===== src/rtl/spi_cfg_pkg.sv =====
package spi_cfg_pkg;
    localparam int BYTE_W = 8;
    localparam int CNT_W = $clog2(BYTE_W);
    localparam logic [1:0] SETUP_TAG = 2'b01;
    localparam logic [1:0] CLK_MODE_RST = 2'b10;

    typedef enum logic [1:0] {
        ST_IDLE = 2'd0,
        ST_CMD  = 2'd1,
        ST_PAIR = 2'd2
    } rx_state_t;
endpackage


===== src/rtl/spi_pin_sync.sv =====
module spi_pin_sync #(
    parameter int STAGES = 2
) (
    input  logic clk,
    input  logic rst_n,
    input  logic cs_n,
    input  logic sclk,
    input  logic sdi,
    output logic cs_s,
    output logic cs_fall,
    output logic sdi_s,
    output logic sclk_rise,
    output logic sclk_fall
);
    logic [STAGES-1:0] cs_q, sclk_q, sdi_q;
    logic cs_d, sclk_d;

    always_ff @(posedge clk or negedge rst_n) begin
        if (!rst_n) begin
            cs_q   <= '1;
            sclk_q <= '0;
            sdi_q  <= '0;
            cs_d   <= 1'b1;
            sclk_d <= 1'b0;
        end else begin
            cs_q   <= {cs_q[STAGES-2:0], cs_n};
            sclk_q <= {sclk_q[STAGES-2:0], sclk};
            sdi_q  <= {sdi_q[STAGES-2:0], sdi};
            cs_d   <= cs_q[STAGES-1];
            sclk_d <= sclk_q[STAGES-1];
        end
    end

    assign cs_s      = cs_q[STAGES-1];
    assign cs_fall   = cs_d & ~cs_q[STAGES-1];
    assign sdi_s     = sdi_q[STAGES-1];
    assign sclk_rise = ~sclk_d & sclk_q[STAGES-1];
    assign sclk_fall = sclk_d & ~sclk_q[STAGES-1];
endmodule


===== src/rtl/spi_cmd_decode.sv =====
module spi_cmd_decode
    import spi_cfg_pkg::*;
#(
    parameter int PAIR_W = 8
) (
    input  logic              clk,
    input  logic              rst_n,
    input  logic              cs_s,
    input  logic              sclk_rise,
    input  logic              sdi_s,
    output logic [1:0]        clk_mode,
    output logic [PAIR_W-1:0] uni_pairs,
    output logic [PAIR_W-1:0] bip_pairs
);
    rx_state_t state, state_nxt;
    logic [BYTE_W-2:0] shreg;
    logic [CNT_W-1:0]  cnt;
    logic              tgt_bip;
    logic [BYTE_W-1:0] byte_in;
    logic              byte_done, is_setup;

    assign byte_in   = {shreg, sdi_s};
    assign byte_done = sclk_rise && !cs_s && (state != ST_IDLE)
                       && (cnt == CNT_W'(BYTE_W-1));
    assign is_setup  = (byte_in[7:6] == SETUP_TAG);

    always_ff @(posedge clk or negedge rst_n) begin
        if (!rst_n) state <= ST_IDLE;
        else        state <= state_nxt;
    end

    always_comb begin
        state_nxt = state;
        unique case (state)
            ST_IDLE: if (!cs_s) state_nxt = ST_CMD;
            ST_CMD: begin
                if (cs_s)                                      state_nxt = ST_IDLE;
                else if (byte_done && is_setup && byte_in[1]) state_nxt = ST_PAIR;
            end
            ST_PAIR: begin
                if (cs_s)           state_nxt = ST_IDLE;
                else if (byte_done) state_nxt = ST_CMD;
            end
            default: state_nxt = ST_IDLE;
        endcase
    end

    always_ff @(posedge clk or negedge rst_n) begin
        if (!rst_n) begin
            shreg     <= '0;
            cnt       <= '0;
            tgt_bip   <= 1'b0;
            clk_mode  <= CLK_MODE_RST;
            uni_pairs <= '0;
            bip_pairs <= '0;
        end else if (cs_s || state == ST_IDLE) begin
            shreg <= '0;
            cnt   <= '0;
        end else if (sclk_rise) begin
            shreg <= byte_in[BYTE_W-2:0];
            cnt   <= byte_done ? '0 : cnt + 1'b1;
            if (byte_done) begin
                if (state == ST_CMD && is_setup) begin
                    clk_mode <= byte_in[5:4];
                    tgt_bip  <= byte_in[0];
                end else if (state == ST_PAIR) begin
                    if (tgt_bip) bip_pairs <= byte_in[PAIR_W-1:0];
                    else         uni_pairs <= byte_in[PAIR_W-1:0];
                end
            end
        end
    end

    a_r2_mode_only_from_cmd: assert property (@(posedge clk) disable iff (!rst_n)
        !$stable(clk_mode) |-> $past(state) == ST_CMD);
    a_r3_uni_only_from_pair: assert property (@(posedge clk) disable iff (!rst_n)
        !$stable(uni_pairs) |-> ($past(state) == ST_PAIR && !$past(tgt_bip)));
    a_r3_bip_only_from_pair: assert property (@(posedge clk) disable iff (!rst_n)
        !$stable(bip_pairs) |-> ($past(state) == ST_PAIR && $past(tgt_bip)));
    a_r6_cs_rise_idles: assert property (@(posedge clk) disable iff (!rst_n)
        $rose(cs_s) |=> state == ST_IDLE);
endmodule


===== src/rtl/spi_tx_shift.sv =====
module spi_tx_shift
    import spi_cfg_pkg::*;
(
    input  logic              clk,
    input  logic              rst_n,
    input  logic              cs_s,
    input  logic              cs_fall,
    input  logic              sclk_rise,
    input  logic              sclk_fall,
    input  logic [BYTE_W-1:0] rd_byte,
    output logic              sdo,
    output logic              sdo_oe,
    output logic              rd_pop
);
    logic [BYTE_W-1:0] sh;
    logic [CNT_W-1:0]  cnt;
    logic              armed;

    always_ff @(posedge clk or negedge rst_n) begin
        if (!rst_n) begin
            sh     <= '0;
            cnt    <= '0;
            armed  <= 1'b0;
            sdo_oe <= 1'b0;
            rd_pop <= 1'b0;
        end else begin
            rd_pop <= !cs_s && !cs_fall && sclk_rise && (cnt == '0);
            if (cs_s) begin
                cnt    <= '0;
                armed  <= 1'b0;
                sdo_oe <= 1'b0;
            end else begin
                sdo_oe <= 1'b1;
                if (cs_fall) begin
                    sh    <= rd_byte;
                    cnt   <= '0;
                    armed <= 1'b0;
                end else begin
                    if (sclk_rise) begin
                        armed <= 1'b1;
                        cnt   <= (cnt == CNT_W'(BYTE_W-1)) ? '0 : cnt + 1'b1;
                    end
                    if (sclk_fall && armed) begin
                        if (cnt == '0) sh <= rd_byte;
                        else           sh <= {sh[BYTE_W-2:0], 1'b0};
                    end
                end
            end
        end
    end

    assign sdo = sh[BYTE_W-1];

    a_r8_shift_only_on_edge: assert property (@(posedge clk) disable iff (!rst_n)
        (!sclk_fall && !cs_fall) |=> $stable(sh));
    a_r8_single_pop: assert property (@(posedge clk) disable iff (!rst_n)
        rd_pop |=> !rd_pop);
    a_r7_oe_off_when_cs_high: assert property (@(posedge clk) disable iff (!rst_n)
        cs_s |=> !sdo_oe);
endmodule


===== src/rtl/adc_cmd_port.sv =====
module adc_cmd_port
    import spi_cfg_pkg::*;
#(
    parameter int SYNC_STAGES = 2,
    parameter int PAIR_W      = 8
) (
    input  logic              clk,
    input  logic              rst_n,
    input  logic              cs_n,
    input  logic              sclk,
    input  logic              sdi,
    output logic              sdo,
    output logic              sdo_oe,
    input  logic [7:0]        rd_byte,
    output logic              rd_pop,
    output logic [1:0]        clk_mode,
    output logic [PAIR_W-1:0] uni_pairs,
    output logic [PAIR_W-1:0] bip_pairs
);
    logic cs_s, cs_fall, sdi_s, sclk_rise, sclk_fall;

    spi_pin_sync #(.STAGES(SYNC_STAGES)) u_sync (
        .clk(clk), .rst_n(rst_n), .cs_n(cs_n), .sclk(sclk), .sdi(sdi),
        .cs_s(cs_s), .cs_fall(cs_fall), .sdi_s(sdi_s),
        .sclk_rise(sclk_rise), .sclk_fall(sclk_fall)
    );

    spi_cmd_decode #(.PAIR_W(PAIR_W)) u_dec (
        .clk(clk), .rst_n(rst_n), .cs_s(cs_s), .sclk_rise(sclk_rise),
        .sdi_s(sdi_s), .clk_mode(clk_mode), .uni_pairs(uni_pairs),
        .bip_pairs(bip_pairs)
    );

    spi_tx_shift u_tx (
        .clk(clk), .rst_n(rst_n), .cs_s(cs_s), .cs_fall(cs_fall),
        .sclk_rise(sclk_rise), .sclk_fall(sclk_fall), .rd_byte(rd_byte),
        .sdo(sdo), .sdo_oe(sdo_oe), .rd_pop(rd_pop)
    );

    a_r1_no_pop_when_deselected: assert property (@(posedge clk) disable iff (!rst_n)
        (cs_s && $past(cs_s)) |-> !rd_pop);
endmodule


===== config.mk =====
export PLATFORM = sky130hd
export DESIGN_NAME = adc_cmd_port
export DESIGN_NICKNAME = d
export VERILOG_FILES = /design/src/rtl/spi_cfg_pkg.sv /design/src/rtl/spi_pin_sync.sv /design/src/rtl/spi_cmd_decode.sv /design/src/rtl/spi_tx_shift.sv /design/src/rtl/adc_cmd_port.sv
export SDC_FILE = /design/constraint.sdc
export NUM_CORES = 1
export LEC_CHECK = 0
export ABC_AREA = 1
export BUFFER_PORTS_ARGS = -buffer_cell sky130_fd_sc_hd__buf_2
export CORE_UTILIZATION = 45
export CTS_BUF_LIST = sky130_fd_sc_hd__clkbuf_8 sky130_fd_sc_hd__clkbuf_16
export CTS_CLUSTER_SIZE = 14
export DETAILED_ROUTE_END_ITERATION = 10
export GPL_TIMING_DRIVEN = 0
export HOLD_SLACK_MARGIN = 0.05
export PLACE_DENSITY = 0.68
export SYNTH_ARGS = -nofsm -noshare
export SYNTH_HDL_FRONTEND = slang
export SYNTH_HIERARCHICAL = 1
export SYNTH_SLANG_ARGS = --single-unit

===== constraint.sdc =====
create_clock -name clk -period 1.8 [get_ports clk]
set_clock_uncertainty 0.1 [all_clocks]
set_input_delay 0.09 -clock clk [delete_from_list [all_inputs] [get_ports clk]]
set_output_delay 0.09 -clock clk [all_outputs]
set_load 0.01 [all_outputs]

=== Word-level counts from Yosys, hierarchy flattened ===
Index checks and enable logic that the tools add are counted.

* Bitwise gates (word level): 9
* Multiplexer cells: 22
* Equality and inequality tests: 8
* Reductions and logical operators: 24
* Add/subtract/negate cells: 2

{| class="wikitable"
|+ Operators with widths
! operator !! count
|-
| $mux W8 || 3
|-
| $mux W3 || 7
|-
| $mux W7 || 2
|-
| $reduce_and A6 Y1 || 2
|-
| $logic_and A1 B1 Y1 || 10
|-
| $mux W2 || 5
|-
| $add A3 B1 Y3 const B || 2
|-
| $eq A3 B3 Y1 const B || 2
|-
| $ne A3 B2 Y1 const B || 2
|-
| $not A1 Y1 || 6
|-
| $pmux W2 S3 || 1
|-
| $reduce_bool A2 Y1 || 3
|-
| $eq A2 B1 Y1 const B || 2
|-
| $mux W1 || 4
|-
| $reduce_and A4 Y1 || 1
|-
| $and A1 B1 Y1 || 3
|-
| $logic_not A3 Y1 || 1
|-
| $reduce_and A3 Y1 || 1
|-
| $reduce_bool A3 Y1 || 1
|-
| $eq A2 B2 Y1 const B || 1
|-
| $logic_not A1 Y1 || 2
|-
| $logic_not A2 Y1 || 1
|-
| $ne A2 B2 Y1 const B || 1
|-
| $reduce_and A2 Y1 || 1
|-
| $logic_or A1 B1 Y1 || 1
|}

* Bits in registers: 53
* Input port bits: 13
* Output and inout port bits: 21
* Logic and storage cells: 82

=== Depth between registers and ports, before layout ===
Gate-level depths: netlist (run 1).

* Depth after elaboration: 10
* Mapped depth: 8
* Gate-level depth less buffers: 8

=== By module ===
Netlist (run 1), hierarchy kept.

{| class="wikitable"
|+ Modules (own cells, without submodules)
! module !! cells each !! area an instance (um^2) !! seq. area each (um^2) !! times used
|-
| spi_cmd_decode || 170 || 1485.2 || 777.0 || 1
|-
| spi_tx_shift || 93 || 723.2 || 350.3 || 1
|-
| spi_pin_sync || 14 || 226.5 || 203.9 || 1
|}

=== Least setup slack after synthesis (run 1) ===
OpenSTA, ideal clock, no wires.

* Kind: register -> register
* Start point: register u_sync.sclk_d
* End point: register u_dec.state[0]
* Arrival time: 1.299 ns
* Cell stages (with the launch flop): 7
* Data required time: 1.577 ns
* Clock period less this slack: 1.522 ns
* Setup slack: 0.278 ns
* Path buffers: 0
* Setup time: 0.123 ns
* Cell sequence: dfrtp_1 > nor2_1 > nand2_1 > inv_2 > nand2_1 > o21ai_0 > nand2_1

* Word-level cells in the longest chain between the ends: 9
* Elaborated cells on any way between the ends: 10
* Classes of those cells: 2 x eq/ne; 2 x bitwise; 6 x reduce/logical

{| class="wikitable"
|+ RTL lines
! item !! RTL line !! source
|-
| from (decl) || spi_pin_sync.sv:16 || <nowiki>logic cs_d, sclk_d;</nowiki>
|-
| from (signal assigned) || spi_pin_sync.sv:30 || <nowiki>sclk_d <= sclk_q[STAGES-1];</nowiki>
|-
| $not A1 Y1 (*) || spi_pin_sync.sv:37 || <nowiki>assign sclk_rise = ~sclk_d & sclk_q[STAGES-1];</nowiki>
|-
| $and A1 B1 Y1 (*) || spi_pin_sync.sv:37 ||
|-
| named net sclk_rise || adc_cmd_port.sv:20 || <nowiki>logic cs_s, cs_fall, sdi_s, sclk_rise, sclk_fall;</nowiki>
|-
| $logic_and A1 B1 Y1 (*) (2 in a row) || spi_cmd_decode.sv:23 || <nowiki>assign byte_done = sclk_rise && !cs_s && (state != ST_IDLE)</nowiki>
|-
| $logic_and A1 B1 Y1 (*) || spi_cmd_decode.sv:24 || <nowiki>&& (cnt == CNT_W'(BYTE_W-1));</nowiki>
|-
| $logic_and A1 B1 Y1 (2 in a row) || spi_cmd_decode.sv:38 || <nowiki>else if (byte_done && is_setup && byte_in[1]) state_nxt = ST_PAIR;</nowiki>
|-
| $ne A3 B2 Y1 (no source line) || - ||
|-
| $reduce_and A3 Y1 (no source line) (*) || - ||
|-
| to (signal assigned) || spi_cmd_decode.sv:29 || <nowiki>else state <= state_nxt;</nowiki>
|-
| to (decl) || spi_cmd_decode.sv:15 || <nowiki>rx_state_t state, state_nxt;</nowiki>
|}

Mark *: on every way through the listed nets, which the timed path passes. The rest lies on a longest branch.
A chain may end at the register's enable or synchronous reset.

=== Worst setup path in the final report (run 1) ===
* Start point: register u_sync.sclk_q[1]
* End point: register u_dec.bip_pairs[4]

* Word-level cells in the longest chain between the ends: 5

{| class="wikitable"
|+ RTL lines
! item !! RTL line !! source
|-
| from (decl) || spi_pin_sync.sv:15 || <nowiki>logic [STAGES-1:0] cs_q, sclk_q, sdi_q;</nowiki>
|-
| from (signal assigned) || spi_pin_sync.sv:27 || <nowiki>sclk_q <= {sclk_q[STAGES-2:0], sclk};</nowiki>
|-
| $and A1 B1 Y1 (*) || spi_pin_sync.sv:37 ||
|-
| named net sclk_rise || adc_cmd_port.sv:20 ||
|-
| $logic_and A1 B1 Y1 (2 in a row) || spi_cmd_decode.sv:23 ||
|-
| $logic_and A1 B1 Y1 || spi_cmd_decode.sv:24 ||
|-
| $reduce_and A6 Y1 (no source line) (*) || - ||
|-
| to (signal assigned) || spi_cmd_decode.sv:67 || <nowiki>if (tgt_bip) bip_pairs <= byte_in[PAIR_W-1:0];</nowiki>
|-
| to (decl) || spi_cmd_decode.sv:13 || <nowiki>output logic [PAIR_W-1:0] bip_pairs</nowiki>
|}

Marks and branches as above.

==> impl_metrics.toml, run 1 <==
[grt]
grt_pass1_vias = 1750
antenna_found_initial = 0
grt_max_degree = 54
track_usage_pct = 18.5
grt_overflow = 0
grt_pass1_wl_mm = 7.81

[floorplanning]
fp-row-count = 26
fp.dieArea_sq_um = 5710
core_region_area_sq_um = 5170
die_w_um = 75.6
die_h_um = 75.6
design.portCount = 34
initial_core_util_pct = 47.1

[placement]
routabilityCongestion = 0.774
io_buffers = 33
dp_hpwl_mm = 3.15

[clock_tree]
post-cts-setup-buffers = 0
clkLatencyLatePin_ns = 0.30
clock_sinks = 53
cts_root_buf = "clkbuf_8"
cts_tree = "yes"
clk_pin_slew_ns = 0.08
htree_num_levels = 2
cts.path.max_buffers = 2
cts_inserted_buffers = 5

[yosys]
synth_area_sq_um = 2430
synth-simple-area-share_pct = 30.0
ys_types = 28
synth_top_family_by_area = "simple AND/OR/NAND/NOR gates"
synth_mux_area_share_pct = 0
synthAdderAreaFrac_pct = 2.57
synth_seq_cells = 53
synth-compound-area-share_pct = 4.93
syn_inst = 277
avgSynthCellArea_sq_um = 8.79
ys_warn_count = 6
synth_nets = 295
ys_seq_area_share_pct = 54.7
synthXorXnorAreaFrac_pct = 0

[hold_path]
whs_path_depth = 0
min_path_type = "reg2reg"
hp-start = "u_sync/sdi_q[0]"
holdPathEnd = "u_sync/sdi_q[1]"

[drt]
ant_nets = 0
avgRoutedWirePerCell_um = 11.3
first_pass_iters = 4
routed-wl-met3_um = 118
vias = 1938
wirelength_mm = 4.50
wl_met1_mm = 2.13
met2WireLength_mm = 2.18
drc = 0
vias_per_cell = 4.85
top_layer_used = "met4"
drt_iter0_drc = 114

[power_and_ir_drop]
power_w = 0.00230
p_per_area_nw_per_um2 = 787
irDropWorstVdd_mv = 0.406
p_leak_nw = 1.65

[critical_path]
crit_chain = "inv_1 > nor2_2 > nand2_1 > inv_2 > nand4_4 > nand2_1 > nand2_1"
max_stage_delay_ns = 0.37
cpMaxStageDelayCell = "dfrtp_1"
critPathBufInv = 2
arrival_ns = 1.71
critPathLaunchType = "register"
cp-end-kind = "register"
r2r_setup_slack_ns = 0.18
criticalPathCategory = "reg2reg"
cp.required_ns = 1.89
cp_max_fo = 8
worstRegToRegCells = 7
timing.rr.end = "u_dec/bip_pairs[4]"
path_delay_family = "simple AND/OR/NAND/NOR gates"
cp_common_cell = "nand2_1"
r2r-start = "u_sync/sclk_q[1]"

[final_layout]
num_antenna_cells = 0
final_nets = 347
area_growth_pct = 20.2
drive_above_1_share_pct = 19.4
fin_util_pct = 56.6

[sta]
worst_hold_slack_ns = 0.253
max_slew_margin_pct = 23.8
worst_pin_slew_ns = 1.14
finalSetupViolCount = 0
fmax_mhz = 618
fin_crit_ns = 1.62
maxSlewViolCount = 0
fin_crit_sh_pct = 90.0
hold_viol_final = 0

[outcome]
status = "finished clean"

[run]
drv_cap = 0
==> worst max-delay path by stage <==
stage	from	to	slack, ns	cells after the start
after floorplan	u_sync/sclk_d	u_dec/state[0]	0.28	6
after global placement	u_sync/sclk_q[1]	u_dec/bip_pairs[7]	0.04	7
after detailed placement	u_sync/sclk_q[1]	u_dec/bip_pairs[4]	0.04	7
after CTS	u_sync/sclk_q[1]	u_dec/bip_pairs[4]	0.0005	7
after global routing	u_sync/sclk_q[1]	u_dec/bip_pairs[4]	-0.004	7
final	u_sync/sclk_q[1]	u_dec/bip_pairs[4]	0.18	7
==> synthesized netlist by cell type <==
library cell  count  area share, %
nor2_4            2           0.92
clkbuf_1          1           0.15
nand4_1          16            4.1
buf_6             2           0.92
inv_2             3           0.46
nand3_1          20            4.1
o21ai_0           8            1.6
nor2_8            1           0.82
nand2_4           1           0.46
ha_1              5            2.6
a21oi_4           1           0.67
inv_1            38            5.9
dfstp_2           4            4.3
nand4_4           2            1.7
o21ai_1           1           0.21
a211oi_1          1           0.31
nand2_1          96             15
o22ai_1           2           0.51
o21ai_2           1           0.36
o21a_1            1           0.31
nand2_2           3           0.77
o211ai_1          1           0.31
clkinv_1          1           0.15
nor2_1           11            1.7
dfrtp_1          49             50
clkbuf_4          1           0.31
nor2_2            2           0.51
a21oi_1           3           0.62
==> area by class of cell <==
cell class | instances | area [sq um]
Sequential cell | 53 | 1330
Clock inverter | 2 | 33.8
Inverter | 42 | 158
Timing Repair Buffer | 45 | 285
Clock buffer | 6 | 82.6
Multi-Input combinational cell | 178 | 915
Tap cell | 70 | 87.6
Buffer | 4 | 33.8
Fill cell | 460 | 2250
==> worst reg2reg max path: cells and delay by family (launching register included) <==
kind | cells | cell delay (ns)
buf+inv | 2 | 0.26
simple gates | 5 | 0.79
flops | 1 | 0.37
==> what timing repair did <==
item                                    CTS  global route
resized for setup                         0             1
endpoints found under the setup margin    0            21
hold buffers                             12             0
hold endpoints to repair                 60             0
==> metrics by stage <==
step / cells / setup slack [ns] / instance area (sq um) / setup TNS [ns]
2_1_floorplan: 277 / 0.278 / 2430 / 0
3_3_place_gp: 380 / 0.0418 / 2690 / 0
3_5_place_dp: 380 / 0.0363 / 2690 / 0
4_1_cts: 400 / 0.000548 / 2920 / 0
5_1_grt: 400 / -0.00443 / 2930 / -0.00443
6_report: 400 / 0.181 / 2930 / 0
==> sequential cells by signal, indices dropped and copies added (netlist names), 2 cells and up <==
signal	count
u_dec/bip_pairs	8
u_dec/clk_mode	2
u_dec/cnt	3
u_dec/shreg	7
u_dec/state	2
u_dec/uni_pairs	8
u_sync/cs_q	2
u_sync/sclk_q	2
u_sync/sdi_q	2
u_tx/cnt	3
u_tx/sh	8
==> cells by family after synthesis <==
family,Yosys count
fa+ha+maj,5
buf+inv,46
flops,53
simple gates,154
compound gates,19
==> report_power, final <==
group / total (W) / leakage (nW) / internal, W / switching (W)
Combinational: 0.000216 / 0.891 / 0.0000836 / 0.000132
Clock: 0.000801 / 0.0626 / 0.000448 / 0.000354
Sequential: 0.00129 / 0.695 / 0.00125 / 0.0000398
==> cell usage in the layout (no fill, tap or decap), types with 2 or more instances in the layout <==
cell type / n
dfstp_2: 4
nand4_1: 16
nor2_4: 2
nor2_2: 3
nand4_4: 2
nand3_1: 20
nand2_2: 3
dfrtp_1: 49
nor2_1: 10
clkbuf_8: 6
a21oi_1: 3
buf_6: 2
inv_2: 3
dlygate4sd3_1: 12
ha_1: 5
o22ai_1: 2
nand2_1: 96
inv_1: 39
o21ai_0: 8
buf_2: 33
==> layer usage <==
layer | global-route usage (%) | vias up
li1 | - | 984
met3 | 4.37 | 7
met5 | 0 | -
met4 | 6.79 | 0
met2 | 29.7 | 28
met1 | 24.4 | 919
No activity file was read; power rests on OpenSTA's default activity.
==> run 2: changes to the inputs <==
--- a/config.mk
+++ b/config.mk
@@ -5,15 +5,14 @@
 export SDC_FILE = /design/constraint.sdc
 export NUM_CORES = 1
 export LEC_CHECK = 0
-export ABC_AREA = 1
 export BUFFER_PORTS_ARGS = -buffer_cell sky130_fd_sc_hd__buf_2
-export CORE_UTILIZATION = 45
+export CORE_UTILIZATION = 56
 export CTS_BUF_LIST = sky130_fd_sc_hd__clkbuf_8 sky130_fd_sc_hd__clkbuf_16
 export CTS_CLUSTER_SIZE = 14
 export DETAILED_ROUTE_END_ITERATION = 10
 export GPL_TIMING_DRIVEN = 0
 export HOLD_SLACK_MARGIN = 0.05
-export PLACE_DENSITY = 0.68
+export PLACE_DENSITY = 0.81
 export SYNTH_ARGS = -nofsm -noshare
 export SYNTH_HDL_FRONTEND = slang
 export SYNTH_HIERARCHICAL = 1
==> run 2 against run 1 <==
Effect of this change:
- the run now ends with setup timing left
- critical path depth fell by 1
- non-clock buffer count rose by 10
- area after synthesis fell by 2.5%
- worst setup slack got worse by 0.23 ns
- largest cell class unchanged
- final cell count fell by 29%
- synthesized cell count fell by 37%
- total power rose by 2.5%
- sequential cell count did not move
- via count fell by 19%
- critical path type unchanged
- first-iteration DRC count fell by 8.8%
==> impl_metrics.toml, run 2 <==
[outcome]
status = "finished, violations left"
failed_checks = "setup timing"

[clock_tree]
clock_sinks = 53
clkLatencyLatePin_ns = 0.31
cts_inserted_buffers = 5
htree_num_levels = 2
cts.path.max_buffers = 2
cts_root_buf = "clkbuf_8"
cts_tree = "yes"
clk_pin_slew_ns = 0.10

[yosys]
synth_top_area_share_pct = 51.7
synthTopCellsByCount = "dfrtp_1 (49), nor2_1 (12), mux2_2 (11)"
yosysTopAreaCell = "dfrtp_1"
avgSynthCellArea_sq_um = 13.6
synthTopCellsByArea = "dfrtp_1 (52%), a31oi_4 (6.3%), mux2_2 (5.2%), mux2_4 (5.1%), dfstp_2 (4.4%)"
synth_nets = 192
syn_inst = 174
synth_area_sq_um = 2370
ys_types = 37
synth_seq_cells = 53
yosysMostFrequentCell = "dfrtp_1"
ys_warn_count = 6
ys.flop_type = "dfrtp_1"
async_reset_ff_share_pct = 100
ys_seq_area_share_pct = 56.1
synth_edf_count = 0

[grt]
grt_busiest_layer = "met2"
use_met2_pct = 32.6
use_met3_pct = 4.97
grtUsageMet1_pct = 31.8
grt_overflow = 0
track_usage_pct = 22.3
grt_max_degree = 54
grt_pass1_vias = 1533
antenna_found_initial = 0
grt_pass1_wl_mm = 7.38

[drt]
ant_nets = 0
drt_iter0_drc = 104
drc = 0
wirelength_mm = 4.57
avgRoutedWirePerCell_um = 16.2
vias = 1579
first_pass_iters = 4
vias_per_cell = 5.58

[sta]
worst_pin_slew_ns = 1.13
fin_crit_ns = 1.85
layout_setup_ws_ns = -0.0484
fin_crit_sh_pct = 103
worst_hold_slack_ns = 0.0613
fmax_mhz = 541
hold_viol_final = 0
max_slew_margin_pct = 24.6
maxSlewViolCount = 0
grt_setup_unrepaired = "yes"
finalSetupViolCount = 8

[final_layout]
reg_top3 = "u_dec/bip_pairs: 8 flops, u_dec/uni_pairs: 8 flops, u_tx/sh: 8 flops"
area_growth_pct = 24.1
final_common_cell = "dfrtp_1"
layout_common_cells = "dfrtp_1 (49), buf_2 (36), mux2_4 (16), nor2_1 (12), mux2i_1 (10)"
final_nets = 250
num_antenna_cells = 0
drive_above_1_share_pct = 40.8

[critical_path]
cp.required_ns = 1.89
r2r_setup_slack_ns = -0.05
critPathLaunchType = "register"
crit_end = "u_dec/uni_pairs[3]"
worstRegToRegCells = 6
arrival_ns = 1.94
cp-end-kind = "register"
cp_max_fo = 8
timing.critical_path.from = "u_dec/cnt[1]"
r2r-start = "u_dec/cnt[1]"
criticalPathCategory = "reg2reg"
timing.rr.end = "u_dec/uni_pairs[3]"

[floorplanning]
fp-row-count = 23
core_region_area_sq_um = 4030
initial_core_util_pct = 58.9
design.portCount = 34
fp.dieArea_sq_um = 4500
die_h_um = 67.1
die_w_um = 67.1

[power_and_ir_drop]
power_w = 0.00236
p_leak_nw = 1.44
p_per_area_nw_per_um2 = 802
irDropWorstVdd_mv = 0.629

[placement]
io_buffers = 33
dp_hpwl_mm = 2.81
routabilityCongestion = 0.730

[hold_path]
min_path_type = "in2reg"

[run]
drv_cap = 0
## run 2: cell types whose count changed after synthesis, sizes merged, moves of 10 or more
cell   delta
inv      -35
mux2     +19
mux2i    +10
nand2    -98
nand3    -13
nand4    -18
## run 2: kinds of logic after synthesis
logic type	Yosys count	synth area share, %
AO/OA/AOI/OAI	31	12.3
buffers and inverters	14	3.69
AND/OR/NAND/NOR	42	10.8
adder cells (fa/ha/maj)	5	2.64
flip-flops	53	56.1
multiplexers	29	14.5
## run 2: metal layers
metal  vias up  share of wire [%]
li1        736                  -
met2        39                 48
met3         6                3.5
met5         -                  0
met4         0               0.98
met1       798                 48
## run 2: how the worst min path moves through the flow
stage | slack [ns] | start | end | cells after the start
6_report | 0.06 | rd_byte[2] | u_tx/sh[2] | 3
5_1_grt | 0.06 | rd_byte[3] | u_tx/sh[3] | 3
4_1_cts | 0.06 | rd_byte[3] | u_tx/sh[3] | 3
3_5_place_dp | 0.10 | sclk | u_sync/sclk_q[0] | 1
3_3_place_gp | 0.1 | cs_n | u_sync/cs_q[0] | 1
2_1_floorplan | -0.31 | rst_n | u_dec/bip_pairs[0] | 0
## run 2: report_power, final
group          switching [W]  total [W]  internal (W)
clock               0.000400   0.000824      0.000425
sequential         0.0000313    0.00128       0.00124
combinational       0.000145   0.000262      0.000117
total               0.000576    0.00236       0.00179
## run 2: repair_timing
action | 4_1_cts | 5_1_grt
hold buffers | 9 | 0
buffers inserted | 8 | 1
setup endpoints to repair | 17 | 23
resized for setup | 0 | 14
pin swaps | 2 | 1
hold endpoints to repair | 57 | 0
## run 2: critical path: stages, from the launching register on
cell      delay (ns)
dfrtp_1         0.37
ha_2            0.20
ha_4            0.15
nand4b_4        0.11
or3_1           0.34
buf_6           0.17
mux2_4          0.30
## run 2: cell type report
| cell class | count | area, sq um |
|---|---|---|
| Sequential cell | 53 | 1330 |
| Fill cell | 288 | 1080 |
| Multi-Input combinational cell | 107 | 1010 |
| Timing Repair Buffer | 51 | 334 |
| Clock buffer | 5 | 68.8 |
| Buffer | 8 | 66.3 |
| Tap cell | 50 | 62.6 |
| Clock inverter | 3 | 47.5 |
| Inverter | 6 | 22.5 |
## run 2: through the flow
step | util [%] | TNS, ns | cell area (sq um) | worst slack, ns | instances
floorplan | - | -0.177 | 2400 | -0.0221 | 174
global placement | 65.2 | -1.63 | 2630 | -0.121 | 257
detailed placement | 65.2 | -1.73 | 2630 | -0.136 | 257
CTS | 71.8 | -0.194 | 2890 | -0.0273 | 282
global route | 73.1 | -0.753 | 2950 | -0.0987 | 283
finish | 73.1 | -0.341 | 2950 | -0.0484 | 283
